## src/rtl/ea_pkg.sv

```systemverilog
package ea_pkg;
  typedef enum logic [2:0] {
    MODE_IMM    = 3'd0,
    MODE_DIRECT = 3'd1,
    MODE_REG    = 3'd2,
    MODE_RIND   = 3'd3,
    MODE_RREL   = 3'd4,
    MODE_BIDX   = 3'd5,
    MODE_BIDXD  = 3'd6,
    MODE_RSVD   = 3'd7
  } ea_mode_e;

  typedef struct packed {
    logic use_base;
    logic use_idx;
    logic use_disp;
    logic force_wide;
    logic is_reg;
    logic is_imm;
    logic legal;
  } ea_ctl_t;
endpackage

```

## src/rtl/ea_mode_dec.sv

```systemverilog
module ea_mode_dec
  import ea_pkg::*;
(
  input  logic [2:0] mode,
  input  logic       use_index,
  output ea_ctl_t    ctl
);
  ea_mode_e m;
  assign m = ea_mode_e'(mode);

  always_comb begin
    ctl = '0;
    case (m)
      MODE_IMM: begin
        ctl.is_imm = 1'b1;
        ctl.legal  = 1'b1;
      end
      MODE_DIRECT: begin
        ctl.use_disp   = 1'b1;
        ctl.force_wide = 1'b1;
        ctl.legal      = 1'b1;
      end
      MODE_REG: begin
        ctl.is_reg = 1'b1;
        ctl.legal  = 1'b1;
      end
      MODE_RIND: begin
        ctl.use_base = !use_index;
        ctl.use_idx  = use_index;
        ctl.legal    = 1'b1;
      end
      MODE_RREL: begin
        ctl.use_base = !use_index;
        ctl.use_idx  = use_index;
        ctl.use_disp = 1'b1;
        ctl.legal    = 1'b1;
      end
      MODE_BIDX: begin
        ctl.use_base = 1'b1;
        ctl.use_idx  = 1'b1;
        ctl.legal    = 1'b1;
      end
      MODE_BIDXD: begin
        ctl.use_base = 1'b1;
        ctl.use_idx  = 1'b1;
        ctl.use_disp = 1'b1;
        ctl.legal    = 1'b1;
      end
      default: ctl = '0;
    endcase
  end
endmodule

```

## src/rtl/ea_disp_ext.sv

```systemverilog
module ea_disp_ext #(
  parameter int ADDR_W  = 16,
  parameter int SHORT_W = 8
) (
  input  logic [ADDR_W-1:0] disp_in,
  input  logic              wide,
  output logic [ADDR_W-1:0] disp_out
);
  localparam int EXT_W = ADDR_W - SHORT_W;

  generate
    if (EXT_W > 0) begin : g_ext
      logic [ADDR_W-1:0] short_ext;
      assign short_ext = {{EXT_W{disp_in[SHORT_W-1]}}, disp_in[SHORT_W-1:0]};
      assign disp_out  = wide ? disp_in : short_ext;
    end else begin : g_pass
      logic unused_wide;
      assign unused_wide = wide;
      assign disp_out    = disp_in;
    end
  endgenerate
endmodule

```

## src/rtl/ea_adder3.sv

```systemverilog
module ea_adder3 #(
  parameter int W = 16
) (
  input  logic [W-1:0] a,
  input  logic [W-1:0] b,
  input  logic [W-1:0] c,
  output logic [W-1:0] sum
);
  logic [W-1:0] ab;
  assign ab  = a + b;
  assign sum = ab + c;
endmodule

```

## src/rtl/ea_gen_unit.sv

```systemverilog
module ea_gen_unit
  import ea_pkg::*;
#(
  parameter int ADDR_W  = 16,
  parameter int SHORT_W = 8
) (
  input  logic              clk,
  input  logic              rst_n,
  input  logic              in_valid,
  output logic              in_ready,
  input  logic [2:0]        in_mode,
  input  logic              in_use_index,
  input  logic [ADDR_W-1:0] in_base,
  input  logic [ADDR_W-1:0] in_index,
  input  logic [ADDR_W-1:0] in_disp,
  input  logic              in_disp_wide,
  output logic              out_valid,
  input  logic              out_ready,
  output logic [ADDR_W-1:0] out_addr,
  output logic              out_reg_op,
  output logic              out_imm_op
);
  ea_ctl_t           ctl;
  logic [ADDR_W-1:0] disp_x;
  logic [ADDR_W-1:0] op_b, op_i, op_d;
  logic [ADDR_W-1:0] ea_sum;

  ea_mode_dec u_dec (
    .mode      (in_mode),
    .use_index (in_use_index),
    .ctl       (ctl)
  );

  ea_disp_ext #(.ADDR_W(ADDR_W), .SHORT_W(SHORT_W)) u_ext (
    .disp_in  (in_disp),
    .wide     (in_disp_wide | ctl.force_wide),
    .disp_out (disp_x)
  );

  assign op_b = ctl.use_base ? in_base  : '0;
  assign op_i = ctl.use_idx  ? in_index : '0;
  assign op_d = ctl.use_disp ? disp_x   : '0;

  ea_adder3 #(.W(ADDR_W)) u_add (
    .a   (op_b),
    .b   (op_i),
    .c   (op_d),
    .sum (ea_sum)
  );

  assign in_ready = !out_valid || out_ready;

  always_ff @(posedge clk) begin
    if (!rst_n) begin
      out_valid  <= 1'b0;
      out_addr   <= '0;
      out_reg_op <= 1'b0;
      out_imm_op <= 1'b0;
    end else if (in_ready) begin
      out_valid <= in_valid && ctl.legal;
      if (in_valid) begin
        out_addr   <= ea_sum;
        out_reg_op <= ctl.is_reg;
        out_imm_op <= ctl.is_imm;
      end
    end
  end

  // a stalled beat keeps its contents
  assert_hold_R11: assert property (@(posedge clk) disable iff (!rst_n)
    (out_valid && !out_ready) |=> (out_valid && $stable(out_addr)
                                   && $stable(out_reg_op) && $stable(out_imm_op)));

  // unused code yields no beat
  assert_unused_drop_R9: assert property (@(posedge clk) disable iff (!rst_n)
    (in_valid && in_ready && in_mode == 3'd7) |=> !out_valid);

  // operand markers carry no address
  assert_marker_noaddr_R3: assert property (@(posedge clk) disable iff (!rst_n)
    (out_valid && (out_reg_op || out_imm_op)) |-> (out_addr == '0));

  // at most one marker per beat
  assert_marker_excl_R2: assert property (@(posedge clk) disable iff (!rst_n)
    out_valid |-> $onehot0({out_reg_op, out_imm_op}));

  // a beat only appears after an accepted request
  assert_latency_R10: assert property (@(posedge clk) disable iff (!rst_n)
    $rose(out_valid) |-> $past(in_valid && in_ready));
endmodule

```

## config.mk

```make
export PLATFORM = sky130hd
export DESIGN_NAME = ea_gen_unit
export DESIGN_NICKNAME = d
export VERILOG_FILES = /design/src/rtl/ea_pkg.sv /design/src/rtl/ea_mode_dec.sv /design/src/rtl/ea_disp_ext.sv /design/src/rtl/ea_adder3.sv /design/src/rtl/ea_gen_unit.sv
export SDC_FILE = /design/constraint.sdc
export NUM_CORES = 1
export LEC_CHECK = 0
export ABC_AREA = 1
export CORE_MARGIN = 2
export CORE_UTILIZATION = 34
export CTS_BUF_LIST = sky130_fd_sc_hd__clkbuf_8
export DETAILED_ROUTE_END_ITERATION = 10
export PLACE_DENSITY_LB_ADDON = 0.2
export RECOVER_POWER = 25
export SYNTH_ARGS = -nofsm -noshare
export SYNTH_HDL_FRONTEND = slang
export SYNTH_SLANG_ARGS = --single-unit
```

## constraint.sdc

```tcl
create_clock -name clk -period 6.3 [get_ports clk]
set_input_delay 1.26 -clock clk [delete_from_list [all_inputs] [get_ports clk]]
set_output_delay 1.26 -clock clk [all_outputs]
set_load 0.005 [all_outputs]
```

==> impl_metrics.ini <==
[clock_tree]
post-cts-setup-buffers = 0
cts_root_buf = clkbuf_8
h-tree-depth = 1
clk_latency_ns = 0.25
postCtsHoldBufs = 0
cts_made_buffers = 3
clk_pin_slew_ns = 0.07
cts_tree = done
cts.sink_count = 19
postCtsResizedCells = 0
clock_path_buffers = 2

[yosys]
syn_nets = 444
syn_inst = 357
ys_seq_elements = 19
synthesis.area_um2 = 2240
yosys_warnings = 0
synthDistinctLibCells = 29
synth_edf_count = 0
ys_seq_area_frac = 0.170
synthFlopType = dfxtp_1
avgSynthCellArea_um2 = 6.26
async_reset_ff_frac = 0

[timing]
slew_headroom = 0.522
period_needed_ns = 4.59
rsz0062_at_grt = no
setup_viol = 0
hold_viol_final = 0
slew_viol_final = 0
fmaxAchievable_mhz = 218
period_share = 0.728
clock_skew_ns = 0.000954
fin_setup_tns_ns = 0
worstMarginPinSlew_ns = 0.717

[routing]
antenna_left = 0
wl_per_cell_um = 11.0
drtPass1Iterations = 6
drc = 0
drtIter0Drc = 86
viasPerCell = 4.57
routed_wl_mm = 5.60
route.vias.total = 2315

[grt]
first_global_vias = 2313
grt_max_degree = 25
grtUsageTotal = 0.161
grt_pass1_wl_mm = 9.78
antenna_found_initial = 0
overflow = 0

[floorplan]
dieArea_um2 = 7240
row_count = 29
io_pins = 77
fp.dieW_um = 85.1
start_util = 0.352
core_area_um2 = 6350
die_h_um = 85.1

[layout]
diodes = 0
final_common_cell = nand2_1
final_cell_area_um2 = 3110
multi_input_area_um2 = 1570
seqCellArea_um2 = 380
layout-drive-gt1-share = 0.0419
n_fill_cell = 678
nets = 518
mostFrequentLayoutCells = nand2_1, inv_1, clkdlybuf4s50_1, nor2_1
area_growth_pct = 39.1
final_cells = 507

[worst_setup_path]
ff2ff_path_depth = 6
worstPathMaxFanout = 17
cpLargestDelayFamily = compound AO/OA/AOI/OAI gates
crit_top_cell = inv_1
worst_setup_path_end_kind = flop
crit_chain = clkdlybuf4s50_1 > inv_2 > o21ai_2 > nand2_1 > fa_1 > inv_1 > ha_1 > inv_1 > fa_1 > inv_1 > nand2_1 > o21ai_1 > a21boi_2 > o21ai_1 > xor2_1 > o21ai_1 > inv_1
rrSetupSlack_ns = 4.51
critical_path_class = in -> reg
cp.depth = 17
crit_arrival_ns = 4.79
start_kind = primary input
path_buf_inv = 6
cp_slowest_stage_delay_ns = 0.58
slowest_stage = clkdlybuf4s50_1
cp.required_ns = 6.50

[placement]
post_dp_cell_area_um2 = 3070
dp_cells = 503
gp_congestion = 0.881
dp.final_hpwl_mm = 4.98
io_buffers = 76

[hold_path]
hold_path_class = reg -> reg
whs_path_depth = 2

[power_and_ir_drop]
power_density_nw_per_um2 = 155
p_switching_w = 0.000187
seqPwrFrac = 0.289
power.total_w = 0.000483
peakVddDrop_uv = 165
p_comb_frac = 0.540
internal_power_w = 0.000296
swShare = 0.388
clock_power_share = 0.170
power_leakage_nw = 1.65

[flow_run]
cap_violations = 0

[status]
status = completed
power groups by stage:
stage / registers [W] / clock network [W] / logic, W
4_1_cts: 0.000140 / 0.0000840 / 0.000267
3_5_place_dp: 0.000143 / 0 / 0.000265
3_3_place_gp: 0.000143 / 0 / 0.000263
6_report: 0.000140 / 0.0000823 / 0.000261
2_1_floorplan: 0.000144 / 0 / 0.000160
5_1_grt: 0.000142 / 0.0000891 / 0.000300
logic make-up after synthesis:
family | count (synthesis) | share of synthesized area
buffers and inverters | 76 | 0.128
DFF | 19 | 0.170
xor gates and xnor gates | 7 | 0.0274
AOI/OAI and AO/OA | 49 | 0.120
adders and majority gates | 30 | 0.222
and+or+nand+nor | 176 | 0.333
per-stage QoR:
step	setup slack, ns	hold slack, ns	util
after global placement	1.53	0.460	0.483
after CTS	1.74	0.471	0.490
after detailed placement	1.49	0.460	0.483
after global routing	1.42	0.479	0.490
after floorplan	2.38	0.462	-
final	1.71	0.466	0.490
area by class of cell:
type	instances	area share
Tap cell	77	0.0310
Multi-Input combinational cell	262	0.504
Inverter	69	0.0833
Clock inverter	1	0.00121
Timing Repair Buffer	76	0.245
Sequential cell	19	0.122
Clock buffer	3	0.0133
layer usage:
metal / share of wire / routed length (µm) / global-route usage / vias up
met1: 0.47 / 2640 / 0.205 / 1013
met5: 0 / 0 / 0 / -
met2: 0.48 / 2660 / 0.300 / 61
li1: - / - / - / 1239
met3: 0.051 / 285 / 0.0136 / 2
met4: 0.0027 / 15 / 0.0260 / 0
synth_stat cells, types with 3 or more instances:
cell	number	area, µm²
clkbuf_1	6	22.5
inv_2	3	11.3
inv_1	66	248
nor3_1	4	20.0
o21ai_0	18	90.1
nand2_1	104	390
a21oi_1	17	85.1
nand2_2	6	37.5
o21ai_1	7	35.0
nor2_1	35	131
xor2_1	5	43.8
nand3_1	19	95.1
dfxtp_1	19	380
fa_1	16	320
a21boi_0	3	22.5
ha_1	14	175
sequential cells by signal, summed over array words and instances, names as in the netlist:
name,flops
out_addr,16
out_imm_op,1
out_valid,1
out_reg_op,1
final timing paths:
| check | from | end |
|---|---|---|
| worst min-delay path | out_imm_op | out_imm_op |
| worst min register to register | out_imm_op | out_imm_op |
| worst max register to register | out_valid | out_addr[11] |
| worst max-delay path | in_mode[2] | out_addr[9] |
worst register-to-register path: cells and delay by family, from the launching register on:
family / cells / cell delay [ns]
AO/OA/AOI/OAI: 1 / 0.13
buffers and inverters: 2 / 0.68
flip-flops: 1 / 0.31
AND/OR/NAND/NOR: 3 / 0.57
No activity file was read; power rests on OpenSTA's default activity.
